$ cat src/rtl/lat_pkg.sv
package lat_pkg;

  // Per-cycle advance requests from control to datapath
  typedef struct packed {
    logic timerStep;
    logic cycleStep;
  } latStrobe_t;

endpackage

$ cat src/rtl/lat_ctrl.sv
module lat_ctrl
  import lat_pkg::*;
#(
  parameter int QUAL_SHORT = 128,
  parameter int QUAL_LONG  = 4096
) (
  input  logic       clk,
  input  logic       rstN,
  input  logic       lineIn,
  input  logic       oscTick,
  input  logic       tick256,
  input  logic       oscEnable,
  input  logic       autoMode,
  input  logic       runManual,
  input  logic       delaySel,
  output latStrobe_t strobe,
  output logic       lineLevel,
  output logic       linePrevLevel
);

  localparam int QMAX = (QUAL_LONG > QUAL_SHORT) ? QUAL_LONG : QUAL_SHORT;
  localparam int QW   = $clog2(QMAX) + 1;

  logic          syncA, syncB, prevB;
  logic [QW-1:0] qualCnt, qualLimit, qualNext;
  logic          qualDone, autoRun;
  logic          lineMoved, tickOk, qualHit;

  assign qualLimit = delaySel ? QW'(QUAL_LONG) : QW'(QUAL_SHORT);
  assign lineMoved = syncB ^ prevB;
  assign tickOk    = oscEnable & oscTick;
  assign qualNext  = qualCnt + QW'(1);
  assign qualHit   = tickOk & ~qualDone & ~lineMoved & (qualNext >= qualLimit);

  // two-stage synchroniser followed by edge-history flop
  always_ff @(posedge clk or negedge rstN) begin
    if (!rstN) begin
      syncA <= 1'b0;
      syncB <= 1'b0;
      prevB <= 1'b0;
    end else begin
      syncA <= lineIn;
      syncB <= syncA;
      prevB <= syncB;
    end
  end

  // level qualification: restarts on every change, saturates when done
  always_ff @(posedge clk or negedge rstN) begin
    if (!rstN) begin
      qualCnt  <= '0;
      qualDone <= 1'b0;
    end else if (lineMoved) begin
      qualCnt  <= '0;
      qualDone <= 1'b0;
    end else if (tickOk && !qualDone) begin
      qualCnt  <= qualNext;
      qualDone <= qualHit;
    end
  end

  // automatic run state follows the most recently qualified level
  always_ff @(posedge clk or negedge rstN) begin
    if (!rstN)        autoRun <= 1'b0;
    else if (qualHit) autoRun <= prevB;
  end

  always_comb begin
    strobe.timerStep = oscEnable & tick256 & (autoMode ? autoRun : runManual);
    strobe.cycleStep = oscEnable & prevB & ~syncB & qualDone;
  end

  assign lineLevel     = syncB;
  assign linePrevLevel = prevB;

endmodule

$ cat src/rtl/lat_counter.sv
module lat_counter #(
  parameter int BYTES = 4
) (
  input  logic               clk,
  input  logic               rstN,
  input  logic               step,
  output logic [8*BYTES-1:0] value
);

  logic [BYTES:0] carry;

  assign carry[0] = step;

  for (genvar i = 0; i < BYTES; i++) begin : g_byte
    logic [7:0] lane;

    assign carry[i+1] = carry[i] & (lane == 8'hFF);

    always_ff @(posedge clk or negedge rstN) begin
      if (!rstN)         lane <= 8'h00;
      else if (carry[i]) lane <= lane + 8'h01;
    end

    assign value[8*i +: 8] = lane;
  end

endmodule

$ cat src/rtl/lat_datapath.sv
module lat_datapath
  import lat_pkg::*;
#(
  parameter int TIMER_BYTES = 5,
  parameter int CYCLE_BYTES = 4
) (
  input  logic                     clk,
  input  logic                     rstN,
  input  latStrobe_t               strobe,
  output logic [8*TIMER_BYTES-1:0] intervalCount,
  output logic [8*CYCLE_BYTES-1:0] cycleCount
);

  lat_counter #(.BYTES(TIMER_BYTES)) timerU (
    .clk   (clk),
    .rstN  (rstN),
    .step  (strobe.timerStep),
    .value (intervalCount)
  );

  lat_counter #(.BYTES(CYCLE_BYTES)) cycleU (
    .clk   (clk),
    .rstN  (rstN),
    .step  (strobe.cycleStep),
    .value (cycleCount)
  );

endmodule

$ cat src/rtl/lat_activity_timer.sv
module lat_activity_timer
  import lat_pkg::*;
#(
  parameter int TIMER_BYTES = 5,
  parameter int CYCLE_BYTES = 4,
  parameter int QUAL_SHORT  = 128,
  parameter int QUAL_LONG   = 4096
) (
  input  logic                     clk,
  input  logic                     rstN,
  input  logic                     lineIn,
  input  logic                     oscTick,
  input  logic                     tick256,
  input  logic                     oscEnable,
  input  logic                     autoMode,
  input  logic                     runManual,
  input  logic                     delaySel,
  output logic [8*TIMER_BYTES-1:0] intervalCount,
  output logic [8*CYCLE_BYTES-1:0] cycleCount
);

  latStrobe_t strobe;
  logic       lineLevel;
  logic       linePrevLevel;

  lat_ctrl #(.QUAL_SHORT(QUAL_SHORT), .QUAL_LONG(QUAL_LONG)) ctrlU (
    .clk           (clk),
    .rstN          (rstN),
    .lineIn        (lineIn),
    .oscTick       (oscTick),
    .tick256       (tick256),
    .oscEnable     (oscEnable),
    .autoMode      (autoMode),
    .runManual     (runManual),
    .delaySel      (delaySel),
    .strobe        (strobe),
    .lineLevel     (lineLevel),
    .linePrevLevel (linePrevLevel)
  );

  lat_datapath #(.TIMER_BYTES(TIMER_BYTES), .CYCLE_BYTES(CYCLE_BYTES)) dataU (
    .clk           (clk),
    .rstN          (rstN),
    .strobe        (strobe),
    .intervalCount (intervalCount),
    .cycleCount    (cycleCount)
  );

endmodule

$ cat config.mk
export PLATFORM = sky130hd
export DESIGN_NAME = lat_activity_timer
export DESIGN_NICKNAME = d
export VERILOG_FILES = /design/src/rtl/lat_pkg.sv /design/src/rtl/lat_ctrl.sv /design/src/rtl/lat_counter.sv /design/src/rtl/lat_datapath.sv /design/src/rtl/lat_activity_timer.sv
export SDC_FILE = /design/constraint.sdc
export NUM_CORES = 1
export LEC_CHECK = 0
export ABC_AREA = 1
export ABC_CLOCK_PERIOD_IN_PS = 2100
export BUFFER_PORTS_ARGS = -buffer_cell sky130_fd_sc_hd__buf_2
export CORE_ASPECT_RATIO = 1.1
export CORE_MARGIN = 4
export CORE_UTILIZATION = 41
export DETAILED_ROUTE_END_ITERATION = 8
export GPL_ROUTABILITY_DRIVEN = 1
export HOLD_SLACK_MARGIN = 0.12
export PLACE_DENSITY = 0.67
export SETUP_SLACK_MARGIN = 0.2
export SYNTH_ARGS = -nofsm -noshare
export SYNTH_HDL_FRONTEND = slang
export SYNTH_HIERARCHICAL = 1
export SYNTH_SLANG_ARGS = --single-unit
$ cat constraint.sdc
create_clock -name clk -period 2.1 [get_ports clk]
set_input_delay 0.42 -clock clk [delete_from_list [all_inputs] [get_ports clk]]
set_output_delay 0.42 -clock clk [all_outputs]
set_load 0.01 [all_outputs]
==> impl_metrics.toml <==
[setup_path]
crit_fanout = 2
worstRegToRegCells = 15
r2r_slack_ns = -0.15
critPathLaunchType = "register"
critPathArrivalTime_ns = 2.48
r2r-end = "ctrlU/autoRun"
crit_path_top_delay_cell = "dfrtp_1"
cp.required_ns = 2.33
path_cells = "ha_2 -> nand2_2 -> inv_2 -> nand4_4 -> or3_4 -> xor2_2 -> inv_2 -> ha_4 -> nand3_2 -> nor2_1 -> nand2_1 -> nand3_2 -> nand2_2 -> nand2_1 -> nand2_1"
worst-setup-path-type = "reg2reg"
path_common_cell = "nand2_1"
critPathLaunch = "ctrlU/qualCnt[0]"
r2r_start = "ctrlU/qualCnt[0]"
endpoint_kind = "register"
max_stage_delay_ns = 0.37

[cells_and_area]
fin_area_um2 = 6260
nFillCells = 1106
final_nets = 763
layout_common_cells = "nand2_1 (232), dfrtp_1 (90), buf_2 (79)"
seq_area_um2 = 2250
final_common_cell = "nand2_1"
syn_to_final_growth_pct = 25.1
multi_input_area_um2 = 2540
final_util = 0.522
diodes = 0
layout-drive-gt1-share = 0.237

[global_routing]
grt_pass1_wl_um = 18500
grt.overflow.total = 0
antenna_found_initial = 0
grt_max_degree = 34
grt_pass1_vias = 4045
track_usage = 0.160

[timing]
period_share = 1.07
fmax_mhz = 444
slew_headroom = 0.685
tns_ns = -0.249
tightest_slew_ns = 0.473
timing.final.ws_setup_ns = -0.153
rsz0062_at_grt = "yes"
slew_viol_final = 0
worst_hold_slack_ns = 0.186
finalSetupViolCount = 2
final_hold_viol_count = 0
fin_crit_ns = 2.25
clock_skew_ns = 0.00664

[floorplan]
core_area_um2 = 12000
die_w_um = 113
ios = 81
die_h_um = 124
core.rowCount = 42
die-area_um2 = 14000
start_util = 0.418

[placed_design]
gp_congestion = 0.844
io_buffers = 80
dp_hpwl_um = 8030
placed_cell_area_um2 = 5730

[cts]
clkLatencyLatePin_ns = 0.34
cts_made_buffers = 9
cts.path.max_buffers = 2
clock_sinks = 90
clkTransAtPathRegs_ns = 0.06
cts_tree = "yes"
cts_max_level = 3
root_buffer = "clkbuf_16"

[yosys]
ys_ff_latch = 90
yosys.area.top_type = "dfrtp_1"
ys_seq_area_frac = 0.450
synthCells = 624
syn-num-nets = 645
synth_area_leaders = "dfrtp_1 (45%), nand2_1 (18%), inv_1 (4.4%)"
yosys.cell_types.count = 37
yosysTopAreaCellShare = 0.450
ys_warn_count = 6
avgSynthCellArea_um2 = 8.02
syn_area_um2 = 5000

[min_path]
hold_end = "ctrlU/syncA"
worst_hold_path.num_cells = 1
hold_start = "lineIn"
hp-class = "in2reg"

[routing]
drc = 0
routed_via_density = 4.89
dr.pass1.iters = 4
detail-route-antenna-nets = 0
wl_um = 11400
vias = 4410
first_iter_violations = 281
wl_per_cell_um = 12.7

[power]
cellLeakagePower_nw = 3.44
power_density_nw_per_um2 = 645
peakVddDrop_v = 0.000446

[flow_run]
maxCapViolations = 0

[status]
failed_checks = "setup timing"
outcome = "finished with violations"
stage by stage:
step	setup WS, ns	power [mW]	instances
after floorplan	-0.153	2.01	624
after global placement	-0.120	2.15	874
after detailed placement	-0.201	2.17	874
after CTS	-0.0753	4.09	892
after global routing	-0.257	4.21	901
final	-0.153	4.04	901
kinds of logic after synthesis:
family | count (synthesis) | share of synthesized area
AO/OA/AOI/OAI | 34 | 0.0385
XOR/XNOR | 40 | 0.0700
adder cells (fa/ha/maj) | 12 | 0.0300
buffers and inverters | 70 | 0.0603
flip-flops | 90 | 0.450
multiplexers | 2 | 0.00450
AND/OR/NAND/NOR | 376 | 0.346
repair_timing:
action	in CTS	in global routing
gates cloned	0	1
buffers inserted	1	8
setup endpoints to repair	2	26
endpoints found under the hold margin	31	0
pin swaps	6	8
resized for setup	5	17
hold buffers	1	0
layer usage:
layer | GRT usage | up-vias | routed length [um]
li1 | - | 2214 | -
met1 | 0.202 | 2109 | 5170
met2 | 0.276 | 80 | 5700
met3 | 0.0296 | 7 | 445
met4 | 0.0586 | 0 | 122
met5 | 0 | - | 0
how the worst max path moves through the flow:
stage | end | slack (ns)
after global placement | ctrlU/autoRun | -0.12
after CTS | ctrlU/autoRun | -0.08
after detailed placement | ctrlU/autoRun | -0.20
final | ctrlU/autoRun | -0.15
after global routing | ctrlU/autoRun | -0.26
after floorplan | ctrlU/autoRun | -0.15
area by class of cell:
| class | instances | share of cell area |
|---|---|---|
| multi-input cells | 465 | 0.407 |
| flip-flops and latches | 90 | 0.360 |
| repair buffers | 111 | 0.107 |
| clock buffers | 12 | 0.0410 |
| inverters | 65 | 0.0390 |
| well taps | 154 | 0.0308 |
| clock inverters | 4 | 0.0156 |
sequential cells by signal, indices dropped and copies added, names as in the netlist:
signal                    cells
ctrlU/syncA                   1
ctrlU/autoRun                 1
ctrlU/qualDone                1
ctrlU/linePrevLevel           1
ctrlU/lineLevel               1
dataU/cycleU/g_byte.lane     32
ctrlU/qualCnt                13
dataU/timerU/g_byte.lane     40
power breakdown:
| group | total (mW) | internal [mW] | leakage, nW | switching [mW] |
|---|---|---|---|---|
| clock | 1.90 | 1.23 | 0.169 | 0.672 |
| combinational | 0.268 | 0.115 | 2.06 | 0.153 |
| sequential | 1.87 | 1.80 | 1.20 | 0.0709 |
| total | 4.04 | 3.14 | 3.44 | 0.896 |
cells in the mapped netlist:
cell type / count
a21oi_1: 2
buf_12: 1
buf_4: 1
buf_6: 1
buf_8: 1
clkbuf_1: 1
clkinv_1: 1
dfrtp_1: 90
ha_1: 12
inv_1: 59
inv_2: 5
mux2_2: 2
nand2_1: 240
nand2_2: 3
nand2_4: 3
nand3_1: 41
nand3_2: 2
nand3_4: 2
nand3b_1: 8
nand4_1: 17
nand4_2: 2
nor2_1: 40
nor2_2: 2
nor2_4: 6
nor2_8: 3
nor3_1: 5
o211ai_1: 1
o21ai_0: 19
o21ai_1: 4
o21ai_2: 3
o21bai_1: 1
o22ai_1: 3
o31ai_1: 1
or2_2: 1
or3_1: 1
xnor2_1: 17
xor2_1: 23
critical path: cells and delay by family (launching register included):
kind / cells / cell delay (ns)
and+or+nand+nor: 10 / 0.95
DFF: 1 / 0.37
buffers and inverters: 2 / 0.15
xor gates and xnor gates: 1 / 0.20
adders and majority gates: 2 / 0.48
(Power assumes the default switching activity.)
